### src/rtl/flag_irq_pkg.sv
package flag_irq_pkg;
  localparam int BYTE_W = 8;
  typedef logic [BYTE_W-1:0] reg_byte_t;
endpackage

### src/rtl/flag_byte_latch.sv
module flag_byte_latch
  import flag_irq_pkg::*;
(
  input  logic      clk,
  input  logic      rst_n,
  input  reg_byte_t cond,
  input  logic      rd_hit,
  output reg_byte_t flags
);
  reg_byte_t kept;

  always_comb kept = rd_hit ? '0 : flags;

  always_ff @(posedge clk) begin
    if (!rst_n) flags <= '0;
    else        flags <= kept | cond;
  end


  cond_sets_chk: assert property (@(posedge clk) disable iff (!rst_n)
    (cond != '0) |=> ((flags & $past(cond)) == $past(cond)));

  sticky_chk: assert property (@(posedge clk) disable iff (!rst_n)
    !rd_hit |=> ((flags & $past(flags)) == $past(flags)));

  clear_on_read_chk: assert property (@(posedge clk) disable iff (!rst_n)
    (rd_hit && cond == '0) |=> (flags == '0));
endmodule

### src/rtl/mask_byte_reg.sv
module mask_byte_reg
  import flag_irq_pkg::*;
(
  input  logic      clk,
  input  logic      rst_n,
  input  logic      wr_hit,
  input  reg_byte_t wdata,
  output reg_byte_t mask
);
  always_ff @(posedge clk) begin
    if (!rst_n)      mask <= '0;
    else if (wr_hit) mask <= wdata;
  end


  mask_write_chk: assert property (@(posedge clk) disable iff (!rst_n)
    wr_hit |=> (mask == $past(wdata)));

  mask_hold_chk: assert property (@(posedge clk) disable iff (!rst_n)
    !wr_hit |=> $stable(mask));
endmodule

### src/rtl/irq_summary.sv
module irq_summary #(
  parameter int WIDTH = 64
) (
  input  logic             clk,
  input  logic             rst_n,
  input  logic [WIDTH-1:0] flag_vec,
  input  logic [WIDTH-1:0] mask_vec,
  output logic             irq
);
  assign irq = |(flag_vec & ~mask_vec);


  no_flag_no_irq_chk: assert property (@(posedge clk) disable iff (!rst_n)
    (flag_vec == '0) |-> !irq);

  all_masked_no_irq_chk: assert property (@(posedge clk) disable iff (!rst_n)
    (mask_vec == '1) |-> !irq);
endmodule

### src/rtl/alarm_flag_irq_ctrl.sv
module alarm_flag_irq_ctrl
  import flag_irq_pkg::*;
#(
  parameter int NBYTES    = 8,
  parameter int ADDR_W    = 8,
  parameter int FLAG_BASE = 80,
  parameter int MASK_BASE = 88,
  parameter int STAT_ADDR = 110
) (
  input  logic                     clk,
  input  logic                     rst_n,
  input  logic [NBYTES*BYTE_W-1:0] cond_in,
  input  logic [ADDR_W-1:0]        reg_addr,
  input  logic                     reg_wr,
  input  logic [BYTE_W-1:0]        reg_wdata,
  input  logic                     reg_rd,
  output logic [BYTE_W-1:0]        reg_rdata,
  output logic                     irq_o
);
  localparam int VEC_W = NBYTES * BYTE_W;
  localparam logic [ADDR_W-1:0] STAT_A = ADDR_W'(STAT_ADDR);

  logic [VEC_W-1:0] flag_vec;
  logic [VEC_W-1:0] mask_vec;

  for (genvar k = 0; k < NBYTES; k++) begin : g_byte
    localparam logic [ADDR_W-1:0] F_A = ADDR_W'(FLAG_BASE + k);
    localparam logic [ADDR_W-1:0] M_A = ADDR_W'(MASK_BASE + k);
    reg_byte_t f_q, m_q;

    flag_byte_latch u_flag (
      .clk    (clk),
      .rst_n  (rst_n),
      .cond   (cond_in[k*BYTE_W +: BYTE_W]),
      .rd_hit (reg_rd && reg_addr == F_A),
      .flags  (f_q)
    );

    mask_byte_reg u_mask (
      .clk    (clk),
      .rst_n  (rst_n),
      .wr_hit (reg_wr && reg_addr == M_A),
      .wdata  (reg_wdata),
      .mask   (m_q)
    );

    assign flag_vec[k*BYTE_W +: BYTE_W] = f_q;
    assign mask_vec[k*BYTE_W +: BYTE_W] = m_q;
  end

  irq_summary #(.WIDTH(VEC_W)) u_irq (
    .clk      (clk),
    .rst_n    (rst_n),
    .flag_vec (flag_vec),
    .mask_vec (mask_vec),
    .irq      (irq_o)
  );

  always_comb begin
    reg_rdata = '0;
    for (int k = 0; k < NBYTES; k++) begin
      if (reg_addr == ADDR_W'(FLAG_BASE + k)) reg_rdata = flag_vec[k*BYTE_W +: BYTE_W];
      if (reg_addr == ADDR_W'(MASK_BASE + k)) reg_rdata = mask_vec[k*BYTE_W +: BYTE_W];
    end
    if (reg_addr == STAT_A) reg_rdata = {{(BYTE_W-1){1'b0}}, irq_o};
  end


  flag_write_ignored_chk: assert property (@(posedge clk) disable iff (!rst_n)
    (reg_wr && !reg_rd && cond_in == '0) |=> $stable(flag_vec));

  read_keeps_other_bytes_chk: assert property (@(posedge clk) disable iff (!rst_n)
    (reg_rd && cond_in == '0) |=> ($countones(flag_vec) <= $countones($past(flag_vec))));
endmodule

### config.mk
export PLATFORM = sky130hd
export DESIGN_NAME = alarm_flag_irq_ctrl
export DESIGN_NICKNAME = d
export VERILOG_FILES = /design/src/rtl/flag_irq_pkg.sv /design/src/rtl/flag_byte_latch.sv /design/src/rtl/mask_byte_reg.sv /design/src/rtl/irq_summary.sv /design/src/rtl/alarm_flag_irq_ctrl.sv
export SDC_FILE = /design/constraint.sdc
export NUM_CORES = 1
export LEC_CHECK = 0
export BUFFER_PORTS_ARGS = -buffer_cell sky130_fd_sc_hd__buf_2
export CORE_ASPECT_RATIO = 0.6
export CORE_MARGIN = 3
export CORE_UTILIZATION = 52
export CTS_CLUSTER_SIZE = 10
export DETAILED_ROUTE_END_ITERATION = 12
export GPL_TIMING_DRIVEN = 1
export PLACE_DENSITY = 0.76
export SLEW_MARGIN = 20
export SYNTH_ARGS = -nofsm -noshare
export SYNTH_HDL_FRONTEND = slang
export SYNTH_HIERARCHICAL = 1
export SYNTH_SLANG_ARGS = --single-unit
### constraint.sdc
create_clock -name clk -period 1.9 [get_ports clk]
set_input_delay 0.38 -clock clk [delete_from_list [all_inputs] [get_ports clk]]
set_output_delay 0.38 -clock clk [all_outputs]
set_load 0.05 [all_outputs]
[Word-level counts from Yosys, hierarchy flattened]
Cells that the tools add are included.
Storage, ports and cells
  register bits after elaboration: 128
  bits of input ports: 84
Operators by class
  bitwise operators: 10
  muxes and demuxes: 25
  equality and inequality tests: 17
  reduce and logical (&&, ||, !) cells: 17
Operators with widths (count)
  $mux 8: 25
  $eq 8x7->1 const B: 17
  $and 64x64->64: 1
  $not 64->64: 1
  $or 8x8->8: 8
  $reduce_or 64->1: 1
  $logic_and 1x1->1: 16

[Logic depth before layout (Yosys ltp)]
Gate-level depths: netlist of run 1.
  depth after elaboration: 18
  gate-level depth with buffers: 9
  depth with buffers taken out: 7

[Hierarchy]
Netlist of run 1, hierarchy kept.
Modules (own cells, without submodules)
  mask_byte_reg: cells each 25, instances 8, area each 301.5 um2, sequential area each 160.2 um2
  flag_byte_latch: cells each 25, instances 8, area each 275.3 um2, sequential area each 160.2 um2
  alarm_flag_irq_ctrl: cells each 248, instances 1, area each 1737.9 um2, sequential area each 0.0 um2
  irq_summary: cells each 85, instances 1, area each 531.8 um2, sequential area each 0.0 um2

[Least setup slack after synthesis of run 1]
OpenSTA, ideal clock, no wires.
  path kind: in2out
  start: in reg_addr[7]
  end: out reg_rdata[3]
  path buffers: 1
  cell stages on the path: 7
  arrival: 2.423 ns
  data required time: 1.520 ns
  slack: -0.903 ns
  cell sequence: nand4bb_4 > buf_4 > nor2_2 > o21ai_0 > a31oi_1 > a211oi_1 > a211oi_1
Between the ends
  word-level cells in the longest chain between the ends: 18
  elaborated cells on any way between the ends: 34
  classes of those cells: eq/ne: 17; mux: 17
Ends and longest elaborated chain
  from (decl): RTL line alarm_flag_irq_ctrl.sv:13  | input logic [ADDR_W-1:0] reg_addr,
  $eq 8x7->1: RTL line alarm_flag_irq_ctrl.sv:62  | if (reg_addr == ADDR_W'(FLAG_BASE + k)) reg_rdata = flag_vec[k*BYTE_W +: BYTE_W];
  $mux 8: RTL line alarm_flag_irq_ctrl.sv:62
  $mux 8: RTL line alarm_flag_irq_ctrl.sv:63  | if (reg_addr == ADDR_W'(MASK_BASE + k)) reg_rdata = mask_vec[k*BYTE_W +: BYTE_W];
  $mux 8: RTL line alarm_flag_irq_ctrl.sv:62
  $mux 8: RTL line alarm_flag_irq_ctrl.sv:63
  $mux 8: RTL line alarm_flag_irq_ctrl.sv:62
  $mux 8: RTL line alarm_flag_irq_ctrl.sv:63
  $mux 8: RTL line alarm_flag_irq_ctrl.sv:62
  (+2 left out)
  $mux 8: RTL line alarm_flag_irq_ctrl.sv:63
  $mux 8: RTL line alarm_flag_irq_ctrl.sv:62
  $mux 8: RTL line alarm_flag_irq_ctrl.sv:63
  $mux 8: RTL line alarm_flag_irq_ctrl.sv:62
  $mux 8: RTL line alarm_flag_irq_ctrl.sv:63
  $mux 8: RTL line alarm_flag_irq_ctrl.sv:62
  $mux 8: RTL line alarm_flag_irq_ctrl.sv:63
  $mux 8 *: RTL line alarm_flag_irq_ctrl.sv:65  | if (reg_addr == STAT_A) reg_rdata = {{(BYTE_W-1){1'b0}}, irq_o};
  to (decl): RTL line alarm_flag_irq_ctrl.sv:17  | output logic [BYTE_W-1:0] reg_rdata,
Mark *: on every way between the ends. The rest lies on a longest branch, timed or not.

[Worst setup path in the final report of run 1]
  start: reg g_byte[4].u_mask.mask[4]
  end: out reg_rdata[0]
Between the ends
  word-level cells in the longest chain between the ends: 4
Ends and longest elaborated chain
  from (decl): RTL line mask_byte_reg.sv:8  | output reg_byte_t mask
  from (signal assigned): RTL line mask_byte_reg.sv:12  | else if (wr_hit) mask <= wdata;
  $not 64->64: RTL line irq_summary.sv:10  | assign irq = |(flag_vec & ~mask_vec);
  $and 64x64->64: RTL line irq_summary.sv:10
  $reduce_or 64->1: RTL line irq_summary.sv:10
  $mux 8: RTL line alarm_flag_irq_ctrl.sv:65
Every way passes these cells.

==> results of run 1 <==
-- critical path: stages, from the launching register on --
cell and delay [ns]:
dfxtp_1 0.39, nand2b_1 0.16, o2111ai_2 0.13, nor4_2 0.30, buf_4 0.19, nand4_1 0.15
a22o_1 0.23, nand2_2 0.08, o211ai_1 0.11, buf_4 0.21
-- state kept, by name, summed over array words and instances (netlist names) --
signal / flops
g_byte.u_flag/flags: 64
g_byte.u_mask/mask: 64
-- placed cells by master (no fill, tap or decap), drive strengths merged, types with 2 or more instances in the layout --
cell type  instances
a221oi             3
clkinvlp           3
a21oi             14
o211ai             3
nand2             27
nand2b            52
or2                3
mux4               7
nand3             13
o31ai              3
buf              287
o21a              65
a31oi              2
inv               25
clkinv             4
a2111oi            3
nor3               6
and3               3
mux2              11
nor2              36
nand3b             4
dfxtp            128
o221ai             2
clkbuf            18
nor2b            133
o2111ai           21
a22oi              3
mux2i             72
o22ai              6
bufinv             2
a311oi             2
o21ai             17
a2bb2oi            2
nor4               5
a211oi             7
a32oi              2
-- kinds of logic (layout without fill, tap and decap cells) --
kind of cell           Yosys count  in the layout  share of synthesized area [%]
other                            0              1                              0
multiplexers                    90             90                           14.7
flip-flops                     128            128                           37.2
AO/OA/AOI/OAI                  165            165                           17.6
AND/OR/NAND/NOR                291            291                           25.3
buffers and inverters           59            339                           5.23
-- power by group through the flow --
stage / Clock [mW] / Combinational (mW) / Sequential, mW
after floorplan: 0 / 0.471 / 2.89
after detailed placement: 0 / 0.964 / 2.92
after CTS: 3.33 / 1.02 / 2.87
after global placement: 0 / 0.944 / 2.91
after global routing: 3.49 / 1.14 / 2.89
final: 3.37 / 1.10 / 2.88
-- per-layer routing --
layer | vias to the layer above | global-route usage, %
li1 | 3146 | -
met1 | 3500 | 55.4
met2 | 548 | 61.5
met3 | 77 | 13.2
met4 | 2 | 10.9
met5 | - | 0
-- how the worst max path moves through the flow --
stage / to / startpoint / slack, ns
finish: reg_rdata[0] / g_byte[4].u_mask/mask[4] / -0.86
global route: reg_rdata[0] / g_byte[4].u_mask/mask[4] / -0.90
CTS: reg_rdata[0] / g_byte[6].u_mask/mask[5] / -0.79
detailed placement: reg_rdata[6] / reg_addr[0] / -0.77
global placement: reg_rdata[6] / reg_addr[0] / -0.78
floorplan: reg_rdata[0] / g_byte[4].u_mask/mask[6] / -0.62
-- what timing repair did --
action,CTS,global route
setup buffers,4,1
endpoints found under the hold margin,0,0
setup endpoints to repair,10,15
resized for setup,82,38
pin swaps,23,9
-- stage by stage --
stage | hold WS (ns) | utilization (%) | instance area (sq um)
after CTS | 0.151 | 78.7 | 9830
after detailed placement | 0.536 | 71.4 | 8920
final | 0.158 | 80.1 | 10000
after global routing | 0.153 | 80.1 | 10000
after floorplan | 0.480 | - | 7080
after global placement | 0.523 | 71.4 | 8920
-- layout make-up --
type | instances | share of cell area, %
multi-input cells | 546 | 44.5
clock buffers | 18 | 4.29
repair buffers | 287 | 20.9
inverters | 20 | 0.750
flip-flops and latches | 128 | 25.9
diodes | 1 | 0.0250
clock inverters | 14 | 1.54
well taps | 165 | 2.06
==> Implementation_results.wiki, run 1 <==
{| class="wikitable"
! Metric !! Value
|-
| Number of placement rows || 31
|-
| Post-place setup slack || -0.767 ns
|-
| Post-layout min period || 2.76 ns
|-
| Reg2reg path depth || 3
|-
| Number of maximum-capacitance violations || 0
|-
| Switching power as a share of total power || 28.6%
|-
| Synth Area per Inst || 9.39 sq um
|-
| RD Place Congestion || 1.11
|-
| # clock sinks || 128
|-
| Hold Crit Start || cond_in[48]
|-
| Cells after synthesis || 733
|-
| Period Utilization, post-route || 145%
|-
| Filler Cells Inserted || 803
|-
| Critical R2R Launch || g_byte[2].u_flag/flags[6]
|-
| #FFs+latches synth || 128
|-
| First-pass GRT wire length || 43700 um
|-
| Overall track demand over capacity in global routing || 40.4%
|-
| Unique cell type count in the Yosys netlist || 67
|-
| Setup repair after global routing missed its margin || yes
|-
| Combinational share of power || 15.0%
|-
| Fin. max-slew vios || 0
|-
| Setup crit start kind || flip-flop
|-
| H-tree depth reported by CTS || 4
|-
| Met1 Wirelength || 12400 um
|-
| Wire length on met3 || 4100 um
|-
| Setup slack on the worst flop-to-flop path || 0.96 ns
|-
| Initial cell density of the core || 55.1%
|-
| Pin count of the biggest net entering global routing || 129
|-
| Die Outline Area || 14700 sq um
|-
| Number of antenna violations at the first check in global routing || 2
|-
| Biggest fanout along the worst timing path || 2
|-
| Final Hold Violating Endpoints || 0
|-
| Synth cell count leaders || nor2b_1, dfxtp_1, mux2i_1
|-
| Cell types occupying the most area after synthesis || dfxtp_1, nor2b_1, mux2i_1
|-
| Min-Delay Path Depth || 2
|-
| Endpoint arrival time on the critical path || 2.38 ns
|-
| Final setup violation count || 9
|-
| Detail-routed via count per cell || 6.17
|-
| Reg2Reg Capture Point || g_byte[2].u_flag/flags[6]
|-
| Power Dens Cells || 735 nW/um^2
|-
| Maximum vdd ir drop || 0.000495 V
|-
| Kind of capture point of the worst setup path || output pin
|-
| WL/cell || 25.7 um
|-
| Top FF cell, synth || dfxtp_1
|-
| Violations in the final reports || negative setup slack
|-
| Share of synthesized registers carrying an async set or reset || 0%
|-
| EDFF count, synth || 0
|-
| Fraction of final layout cells with drive strength greater than 1 || 43.8%
|-
| Total congestion overflow || 0
|-
| Top-level I/O count || 93
|-
| Clock transition at path regs || 0.06 ns
|-
| NetSw || 2.10 mW
|-
| Post-DP HPWL || 21500 um
|-
| Routed wl met2 || 12900 um
|-
| Area taken by multi-input logic gates || 4460 sq um
|-
| Internal portion of total power || 5.25 mW
|-
| Synth warn || 6
|-
| Buffer levels on the longest clock path || 2
|-
| Number of nets produced by synthesis || 817
|-
| First-pass iteration count of the detailed router || 6
|-
| Total negative setup slack || -5.57 ns
|-
| Layout Nets || 1084
|-
| Via count of the first global-routing pass || 7157
|-
| Count of input and output buffers || 92
|-
| Die Span Y || 95.1 um
|-
| Proportion of synthesized chip area in sequential cells || 37.2%
|-
| Fraction of power consumed by the clock network || 45.8%
|-
| Worst skew pair latency || 0.42 ns
|-
| Final cell count without fillers || 1179
|-
| CTS tree || built
|-
| Sequential fraction of design power || 39.2%
|-
| P_leak || 4.05 nW
|-
| DRC marker count from the first detailed-route iteration || 894
|-
| Hold Crit Endpoint || g_byte[6].u_flag/flags[0]
|-
| Setup ws final || -0.857 ns
|-
| Top Metal Used || met5
|-
| Placed insts || 1144
|-
| Yosys top cell by area || dfxtp_1
|-
| HP Class || primary input to flip-flop
|-
| Residual DRC || 0
|-
| Std-Cell Core Area || 12500 sq um
|-
| Clock Root Buffer || clkbuf_16
|-
| Overall Power || 7.35 mW
|-
| Count of antenna-violating nets left after detailed routing || 0
|-
| Req. time, crit path || 1.52 ns
|-
| Area share of the largest cell type after synthesis || 37.2%
|-
| Die width || 155 um
|-
| Worst slew margin || 65.9%
|-
| Worst-margin pin slew || 0.512 ns
|-
| Syn-to-layout area delta || 45.3%
|-
| Result of the run || finished with violations
|-
| Combined flip-flop and latch cell area || 2590 sq um
|-
| Hold buffer count at CTS || 0
|-
| Cell with the most instances after synthesis || nor2b_1
|-
| Cell area after synthesis || 6880 sq um
|-
| Routed via count || 7273
|-
| Type of the worst setup path || flip-flop to output pin
|-
| Worst Skew || 0 ns
|-
| Max Clk Rate || 363 MHz
|-
| Wirelength, routed || 30300 um
|-
| Number of buffers created by CTS || 17
|}
Power figures use the tool's default switching activity.
==> run 2, diff against run 1 <==
--- a/config.mk
+++ b/config.mk
@@ -12,6 +12,7 @@
 export CTS_CLUSTER_SIZE = 10
 export DETAILED_ROUTE_END_ITERATION = 12
 export GPL_TIMING_DRIVEN = 1
+export MAX_ROUTING_LAYER = met4
 export PLACE_DENSITY = 0.76
 export SLEW_MARGIN = 20
 export SYNTH_ARGS = -nofsm -noshare
==> run 2 against run 1 <==
  * The run still ends with negative setup slack left
  * Global-route usage grew 0.70 points
  * Utilization grew 0.36 points
  * Die area is the same
  * Register-to-register slack is essentially flat
  * Flip-flop and latch count is the same
  * Setup slack lost 0.053 ns
  * Final cell count is essentially flat
  * Sequential share of layout area shrank 0.054 points
==> Implementation_results.wiki, run 2 (synthesis results as in run 1) <==
{| class="wikitable"
! Metric !! Value
|-
| Result of the run || finished with violations (unchanged)
|-
| Violations in the final reports || negative setup slack (unchanged)
|-
| Via count of the first global-routing pass || 7037 (was 7157)
|-
| Reg2Reg Capture Point || g_byte[2].u_flag/flags[6] (unchanged)
|-
| Count of antenna-violating nets left after detailed routing || 0 (unchanged)
|-
| Type of the worst setup path || flip-flop to output pin (unchanged)
|-
| Syn-to-layout area delta || 46.0% (was 45.3%)
|-
| Count of buffering cells on the critical path with inverters included || 1 (was 2)
|-
| Hold buffer count at CTS || 0 (unchanged)
|-
| Reg2reg path depth || 3 (unchanged)
|-
| Slowest CP cell || dfxtp_1 (unchanged)
|-
| Kind of capture point of the worst setup path || output pin (unchanged)
|-
| Count of cell instances traversed by the critical path || 8 (was 9)
|-
| Endpoint arrival time on the critical path || 2.43 ns (was 2.38 ns)
|-
| Std-Cell Core Area || 12500 sq um (unchanged)
|-
| H-tree depth reported by CTS || 4 (unchanged)
|-
| Worst Skew || 0 ns (unchanged)
|-
| # clock sinks || 128 (unchanged)
|-
| Post-DP HPWL || 21300 um (was 21500 um)
|-
| Min-Delay Path Depth || 2 (unchanged)
|-
| DRC marker count from the first detailed-route iteration || 823 (was 894)
|-
| Setup repair after global routing missed its margin || yes (unchanged)
|-
| Number of antenna violations at the first check in global routing || 1 (was 2)
|-
| Post-place setup slack || -0.743 ns (was -0.767 ns)
|-
| HP Class || primary input to flip-flop (unchanged)
|-
| Filler Cells Inserted || 801 (was 803)
|-
| Count of input and output buffers || 92 (unchanged)
|-
| Routed via count || 7223 (was 7273)
|-
| Layout Nets || 1083 (was 1084)
|-
| First-pass iteration count of the detailed router || 5 (was 6)
|-
| Dominant delay contributor by cell family on the critical path || simple AND/OR/NAND/NOR gates (unchanged)
|-
| Setup ws final || -0.910 ns (was -0.857 ns)
|-
| Worst slew margin || 65.1% (was 65.9%)
|-
| Req. time, crit path || 1.52 ns (about the same)
|-
| Setup crit start kind || flip-flop (unchanged)
|-
| Pin count of the biggest net entering global routing || 129 (unchanged)
|-
| WL/cell || 25.2 um (was 25.7 um)
|-
| Critical R2R Launch || g_byte[2].u_flag/flags[6] (unchanged)
|-
| Hold slack final || 0.156 ns (was 0.158 ns)
|-
| Final setup violation count || 9 (unchanged)
|-
| Hold Crit Start || cond_in[48] (unchanged)
|-
| Worst-margin pin slew || 0.523 ns (was 0.512 ns)
|-
| Biggest fanout along the worst timing path || 2 (unchanged)
|-
| Clock transition at path regs || 0.06 ns (about the same)
|-
| Slowest cell delay on critical path || 0.33 ns (was 0.39 ns)
|-
| Max Clk Rate || 356 MHz (was 363 MHz)
|-
| Total negative setup slack || -5.72 ns (was -5.57 ns)
|-
| Number of placement rows || 31 (unchanged)
|-
| Period Utilization, post-route || 148% (was 145%)
|-
| Total congestion overflow || 0 (unchanged)
|-
| Die width || 155 um (unchanged)
|-
| Setup slack on the worst flop-to-flop path || 0.96 ns (about the same)
|-
| First-pass GRT wire length || 43400 um (was 43700 um)
|-
| P_leak || 4.03 nW (was 4.05 nW)
|-
| Die Span Y || 95.1 um (unchanged)
|-
| Initial cell density of the core || 55.1% (unchanged)
|-
| CTS tree || built (unchanged)
|-
| Die Outline Area || 14700 sq um (unchanged)
|-
| Overall Power || 7.21 mW (was 7.35 mW)
|-
| Combined flip-flop and latch cell area || 2590 sq um (about the same)
|-
| Worst skew pair latency || 0.42 ns (about the same)
|-
| Maximum vdd ir drop || 0.000533 V (was 0.000495 V)
|-
| Fin. max-slew vios || 0 (unchanged)
|-
| Post-layout min period || 2.81 ns (was 2.76 ns)
|-
| Critical path, cell by cell || nand2b_1, o2111ai_1, nor4_2, nand4_1, a22o_1, nand2_1, o211ai_1, buf_4 (was nand2b_1, o2111ai_2, nor4_2, buf_4, nand4_1, a22o_1, nand2_2, o211ai_1, buf_4)
|-
| Clock Root Buffer || clkbuf_16 (unchanged)
|-
| Number of maximum-capacitance violations || 0 (unchanged)
|-
| RD Place Congestion || 1.12 (was 1.11)
|-
| Buffer levels on the longest clock path || 2 (unchanged)
|-
| Top-level I/O count || 93 (unchanged)
|-
| Area taken by multi-input logic gates || 4520 sq um (was 4460 sq um)
|-
| Power Dens Cells || 717 nW/um^2 (was 735 nW/um^2)
|-
| Final Hold Violating Endpoints || 0 (unchanged)
|-
| Fraction of final layout cells with drive strength greater than 1 || 43.3% (was 43.8%)
|-
| Commonest non-fill, non-tap cell in the layout || buf_4 (unchanged)
|-
| Residual DRC || 0 (unchanged)
|-
| Number of buffers created by CTS || 17 (unchanged)
|-
| Wirelength, routed || 29800 um (was 30300 um)
|-
| Largest regs || g_byte.u_flag/flags (64), g_byte.u_mask/mask (64) (unchanged)
|-
| Final design area excluding fillers || 10100 sq um (was 10000 sq um)
|-
| Hold Crit Endpoint || g_byte[6].u_flag/flags[0] (unchanged)
|-
| Post-Place Cell Area || 8880 sq um (was 8920 sq um)
|-
| Detail-routed via count per cell || 6.12 (was 6.17)
|-
| Most frequent cells in the layout || buf_4, nor2b_1, dfxtp_1 (unchanged)
|-
| Overall track demand over capacity in global routing || 41.1% (was 40.4%)
|}
## run 2: per-layer routing
layer | GRT usage (%) | vias up | share of wire (%)
met2 | 59.4 | 498 | 41
met4 | 12.8 | 0 | 3.6
met3 | 13.8 | 100 | 14
met1 | 54.5 | 3491 | 41
li1 | - | 3134 | -
met5 | - | - | 0
## run 2: where the power goes
| group | internal, mW | leakage [nW] | switching (mW) |
|---|---|---|---|
| registers | 2.78 | 1.06 | 0.0933 |
| clock network | 1.86 | 0.263 | 1.37 |
| logic | 0.509 | 2.71 | 0.596 |
| total | 5.15 | 4.03 | 2.06 |
## run 2: final cells by class
type	count	share of cell area, %
Multi-Input combinational cell	546	45.0
Sequential cell	128	25.8
Timing Repair Buffer	286	20.6
Clock buffer	19	4.41
Tap cell	165	2.05
Clock inverter	13	1.28
Inverter	20	0.747
Antenna cell	3	0.0747
## run 2: worst max path at each step
stage	from	endpoint	slack, ns
final	g_byte[7].u_mask/mask[0]	reg_rdata[0]	-0.91
after global routing	g_byte[1].u_mask/mask[5]	reg_rdata[0]	-0.93
after CTS	g_byte[1].u_mask/mask[6]	reg_rdata[0]	-0.78
after detailed placement	reg_addr[3]	reg_rdata[0]	-0.74
after global placement	reg_addr[3]	reg_rdata[0]	-0.70
after floorplan	g_byte[4].u_mask/mask[6]	reg_rdata[0]	-0.62
## run 2: timing repair
| action | in CTS | in global routing |
|---|---|---|
| buffers inserted | 3 | 2 |
| gates resized for setup | 107 | 26 |
| cloned | 0 | 0 |
| endpoints found under the setup margin | 19 | 12 |
| pin swaps | 34 | 18 |
## run 2: through the flow
stage          std cells  util, %
2_1_floorplan        733        -
3_3_place_gp        1143     71.1
3_5_place_dp        1143     71.1
4_1_cts             1175     79.1
5_1_grt             1178     80.4
6_report            1180     80.5
==> run 3, diff against run 2 <==
--- a/config.mk
+++ b/config.mk
@@ -17,5 +17,4 @@
 export SLEW_MARGIN = 20
 export SYNTH_ARGS = -nofsm -noshare
 export SYNTH_HDL_FRONTEND = slang
-export SYNTH_HIERARCHICAL = 1
 export SYNTH_SLANG_ARGS = --single-unit
==> run 3 against run 2 <==
  * The run still ends with negative setup slack left
  * Setup slack improved by 0.037 ns
  * Register-to-register slack barely moved
  * Largest power group unchanged
  * Highest routed layer unchanged
  * Fmax rose by 1.3%
  * Sequential share of layout area rose by 0.69 points
  * Via count rose by 2.0%
  * Critical path depth did not move
  * Clock power fell by 1%
  * Worst hold slack improved by 0.028 ns
  * Combinational power fell by 7%
==> Implementation_results.wiki, run 3 <==
{| class="wikitable"
! Metric !! Value
|-
| Power Dens Cells || 729 nW/um^2 (was 717 nW/um^2)
|-
| Fraction of final layout cells with drive strength greater than 1 || 38.3% (was 43.3%)
|-
| CTS tree || built (unchanged)
|-
| Reg2reg path depth || 3 (unchanged)
|-
| Total negative setup slack || -5.52 ns (was -5.72 ns)
|-
| Top-level I/O count || 93 (unchanged)
|-
| Max Clk Rate || 361 MHz (was 356 MHz)
|-
| Total congestion overflow || 0 (unchanged)
|-
| Endpoint arrival time on the critical path || 2.39 ns (was 2.43 ns)
|-
| #FFs+latches synth || 128 (unchanged)
|-
| Switching power as a share of total power || 28.3% (was 28.6%)
|-
| Final Hold Violating Endpoints || 0 (unchanged)
|-
| H-tree depth reported by CTS || 4 (unchanged)
|-
| Commonest non-fill, non-tap cell in the layout || buf_4 (unchanged)
|-
| Initial cell density of the core || 53.9% (was 55.1%)
|-
| Number of placement rows || 31 (unchanged)
|-
| Sequential fraction of design power || 40.5% (was 39.9%)
|-
| Reg2Reg Capture Point || g_byte[5].u_mask.mask[2] (was g_byte[2].u_flag/flags[6])
|-
| Detail-routed via count per cell || 6.11 (was 6.12)
|-
| Setup crit start kind || flip-flop (unchanged)
|-
| Synth warn || 0 (was 6)
|-
| Count of input and output buffers || 92 (unchanged)
|-
| Slowest cell delay on critical path || 0.51 ns (was 0.33 ns)
|-
| Synth Area per Inst || 8.61 sq um (was 9.39 sq um)
|-
| Kind of capture point of the worst setup path || output pin (unchanged)
|-
| Worst slew margin || 71.4% (was 65.1%)
|-
| Critical R2R Launch || g_byte[5].u_mask.mask[2] (was g_byte[2].u_flag/flags[6])
|-
| Number of nets produced by synthesis || 849 (was 817)
|-
| Layout Nets || 1110 (was 1083)
|-
| Type of the worst setup path || flip-flop to output pin (unchanged)
|-
| Fin. max-slew vios || 0 (unchanged)
|-
| Overall track demand over capacity in global routing || 42.4% (was 41.1%)
|-
| Slowest CP cell || a2111o_1 (was dfxtp_1)
|-
| Min-Delay Path Depth || 3 (was 2)
|-
| Number of buffers created by CTS || 17 (unchanged)
|-
| Overall Power || 7.08 mW (was 7.21 mW)
|-
| Wire length on met3 || 4760 um (was 4100 um)
|-
| Final design area excluding fillers || 9710 sq um (was 10100 sq um)
|-
| Cells after synthesis || 765 (was 733)
|-
| EDFF count, synth || 0 (unchanged)
|-
| Die Outline Area || 14100 sq um (was 14700 sq um)
|-
| Routed via count || 7366 (was 7223)
|-
| Synth cell count leaders || dfxtp_1, nor2b_1, a21oi_1 (was nor2b_1, dfxtp_1, mux2i_1)
|-
| Result of the run || finished with violations (unchanged)
|-
| Cell area after synthesis || 6590 sq um (was 6880 sq um)
|-
| Residual DRC || 0 (unchanged)
|-
| Cell types occupying the most area after synthesis || dfxtp_1, nor2b_1, mux2i_1 (unchanged)
|-
| NetSw || 2.00 mW (was 2.06 mW)
|-
| Syn-to-layout area delta || 47.5% (was 46.0%)
|-
| Worst Skew || 0 ns (unchanged)
|-
| Cell with the most instances after synthesis || dfxtp_1 (was nor2b_1)
|-
| Setup ws final || -0.874 ns (was -0.910 ns)
|-
| Post-layout min period || 2.77 ns (was 2.81 ns)
|-
| Hold slack final || 0.183 ns (was 0.156 ns)
|-
| First-pass GRT wire length || 42600 um (was 43400 um)
|-
| HP Class || primary input to flip-flop (unchanged)
|-
| Area share of the largest cell type after synthesis || 38.9% (was 37.2%)
|-
| Internal portion of total power || 5.08 mW (was 5.15 mW)
|-
| Post-DP HPWL || 21800 um (was 21300 um)
|-
| Top Metal Used || met4 (unchanged)
|-
| Met1 Wirelength || 12000 um (was 12300 um)
|-
| Die width || 151 um (was 155 um)
|-
| Proportion of synthesized chip area in sequential cells || 38.9% (was 37.2%)
|-
| WL/cell || 24.1 um (was 25.2 um)
|-
| Final setup violation count || 9 (unchanged)
|-
| Critical path, cell by cell || nor2b_1, a2111o_1, nor4_2, buf_4, nand4_1, o22ai_2, a31oi_4, buf_6 (was nand2b_1, o2111ai_1, nor4_2, nand4_1, a22o_1, nand2_1, o211ai_1, buf_4)
|-
| # clock sinks || 128 (unchanged)
|-
| Routed wl met2 || 11100 um (was 12300 um)
|-
| Violations in the final reports || negative setup slack (unchanged)
|-
| Clock transition at path regs || 0.06 ns (about the same)
|-
| Most frequent cells in the layout || buf_4, nor2b_1, dfxtp_1 (unchanged)
|-
| Std-Cell Core Area || 12200 sq um (was 12500 sq um)
|-
| Worst skew pair latency || 0.42 ns (about the same)
|-
| Yosys top cell by area || dfxtp_1 (unchanged)
|-
| Maximum vdd ir drop || 0.000516 V (was 0.000533 V)
|-
| Unique cell type count in the Yosys netlist || 58 (was 67)
|-
| Fraction of power consumed by the clock network || 44.9% (was 44.7%)
|-
| RD Place Congestion || 1.10 (was 1.12)
|-
| Biggest fanout along the worst timing path || 2 (unchanged)
|-
| Post-Place Cell Area || 8630 sq um (was 8880 sq um)
|-
| Die Span Y || 93.2 um (was 95.1 um)
|-
| Buffer levels on the longest clock path || 2 (unchanged)
|-
| Clock Root Buffer || clkbuf_16 (unchanged)
|-
| Period Utilization, post-route || 146% (was 148%)
|-
| Filler Cells Inserted || 828 (was 801)
|-
| Via count of the first global-routing pass || 6994 (was 7037)
|-
| Hold Crit Endpoint || g_byte[5].u_flag.flags[4] (was g_byte[6].u_flag/flags[0])
|-
| Number of maximum-capacitance violations || 0 (unchanged)
|-
| Count of antenna-violating nets left after detailed routing || 0 (unchanged)
|-
| Number of antenna violations at the first check in global routing || 0 (was 1)
|-
| Wirelength, routed || 29000 um (was 29800 um)
|-
| Hold buffer count at CTS || 0 (unchanged)
|-
| Top FF cell, synth || dfxtp_1 (unchanged)
|-
| Share of synthesized registers carrying an async set or reset || 0% (unchanged)
|-
| First-pass iteration count of the detailed router || 8 (was 5)
|-
| Combinational share of power || 14.6% (was 15.3%)
|-
| Hold Crit Start || cond_in[44] (was cond_in[48])
|-
| P_leak || 4.04 nW (was 4.03 nW)
|-
| Worst-margin pin slew || 0.428 ns (was 0.523 ns)
|-
| Pin count of the biggest net entering global routing || 129 (unchanged)
|-
| Setup slack on the worst flop-to-flop path || 0.96 ns (about the same)
|-
| Req. time, crit path || 1.52 ns (about the same)
|-
| Setup repair after global routing missed its margin || yes (unchanged)
|-
| Largest regs || g_byte.u_flag.flags (64), g_byte.u_mask.mask (64) (was g_byte.u_flag/flags (64), g_byte.u_mask/mask (64))
|-
| DRC marker count from the first detailed-route iteration || 880 (was 823)
|}
-- run 3: cell families after synthesis --
logic type / share of synthesized area (%)
multiplexers: 10.7
flip-flops: 38.9
AO/OA/AOI/OAI: 19.5
AND/OR/NAND/NOR: 26.1
buffers and inverters: 4.86
-- run 3: worst max-delay path by stage --
stage                         to  cells past startpoint                      start  slack, ns
finish              reg_rdata[0]                      8  g_byte[1].u_flag.flags[5]      -0.87
global route        reg_rdata[0]                      8  g_byte[1].u_flag.flags[5]      -0.91
CTS                 reg_rdata[0]                      8  g_byte[2].u_flag.flags[4]      -0.82
detailed placement  reg_rdata[3]                      9                reg_addr[7]      -0.68
global placement    reg_rdata[3]                      9                reg_addr[7]      -0.72
floorplan           reg_rdata[0]                      6  g_byte[4].u_flag.flags[6]      -0.53
-- run 3: critical path, delay by kind of cell, from the launching register on --
kind / cells / cell delay (ns)
AOI/OAI and AO/OA: 3 / 0.76
and+or+nand+nor: 3 / 0.53
DFF: 1 / 0.32
buffers and inverters: 2 / 0.37
-- run 3: area by class of cell --
cell class	instances	area (sq um)	share of cell area (%)
Clock buffer	19	433	4.46
Antenna cell	2	5.00	0.0515
Clock inverter	13	125	1.29
Sequential cell	128	2570	26.5
Multi-Input combinational cell	563	4020	41.4
Timing Repair Buffer	297	2270	23.4
Inverter	19	71.3	0.734
Tap cell	165	206	2.13
-- run 3: stage by stage --
stage / setup slack, ns / instances / util, %
after global routing: -0.911 / 1204 / 79.4
after global placement: -0.719 / 1152 / 70.6
after CTS: -0.819 / 1188 / 77.3
after floorplan: -0.528 / 765 / -
final: -0.874 / 1206 / 79.5
after detailed placement: -0.682 / 1152 / 70.6
-- run 3: per-layer routing --
layer | vias up | track usage [%]
met5 | - | -
met2 | 569 | 55.7
met4 | 0 | 14.5
met3 | 123 | 19.4
li1 | 3237 | -
met1 | 3437 | 57.2
-- run 3: timing repair --
action                     CTS  global route
pin swaps                   22            21
resized for setup           62            33
buffers inserted             5            15
cloned                       0             1
setup endpoints to repair    9            12
-- run 3: power groups by stage --
| stage | logic, mW | clock network [mW] | registers, mW |
|---|---|---|---|
| 4_1_cts | 0.944 | 3.17 | 2.86 |
| 6_report | 1.03 | 3.18 | 2.87 |
| 2_1_floorplan | 0.451 | 0 | 2.89 |
| 5_1_grt | 1.07 | 3.29 | 2.87 |
| 3_5_place_dp | 0.900 | 0 | 2.92 |
| 3_3_place_gp | 0.885 | 0 | 2.91 |
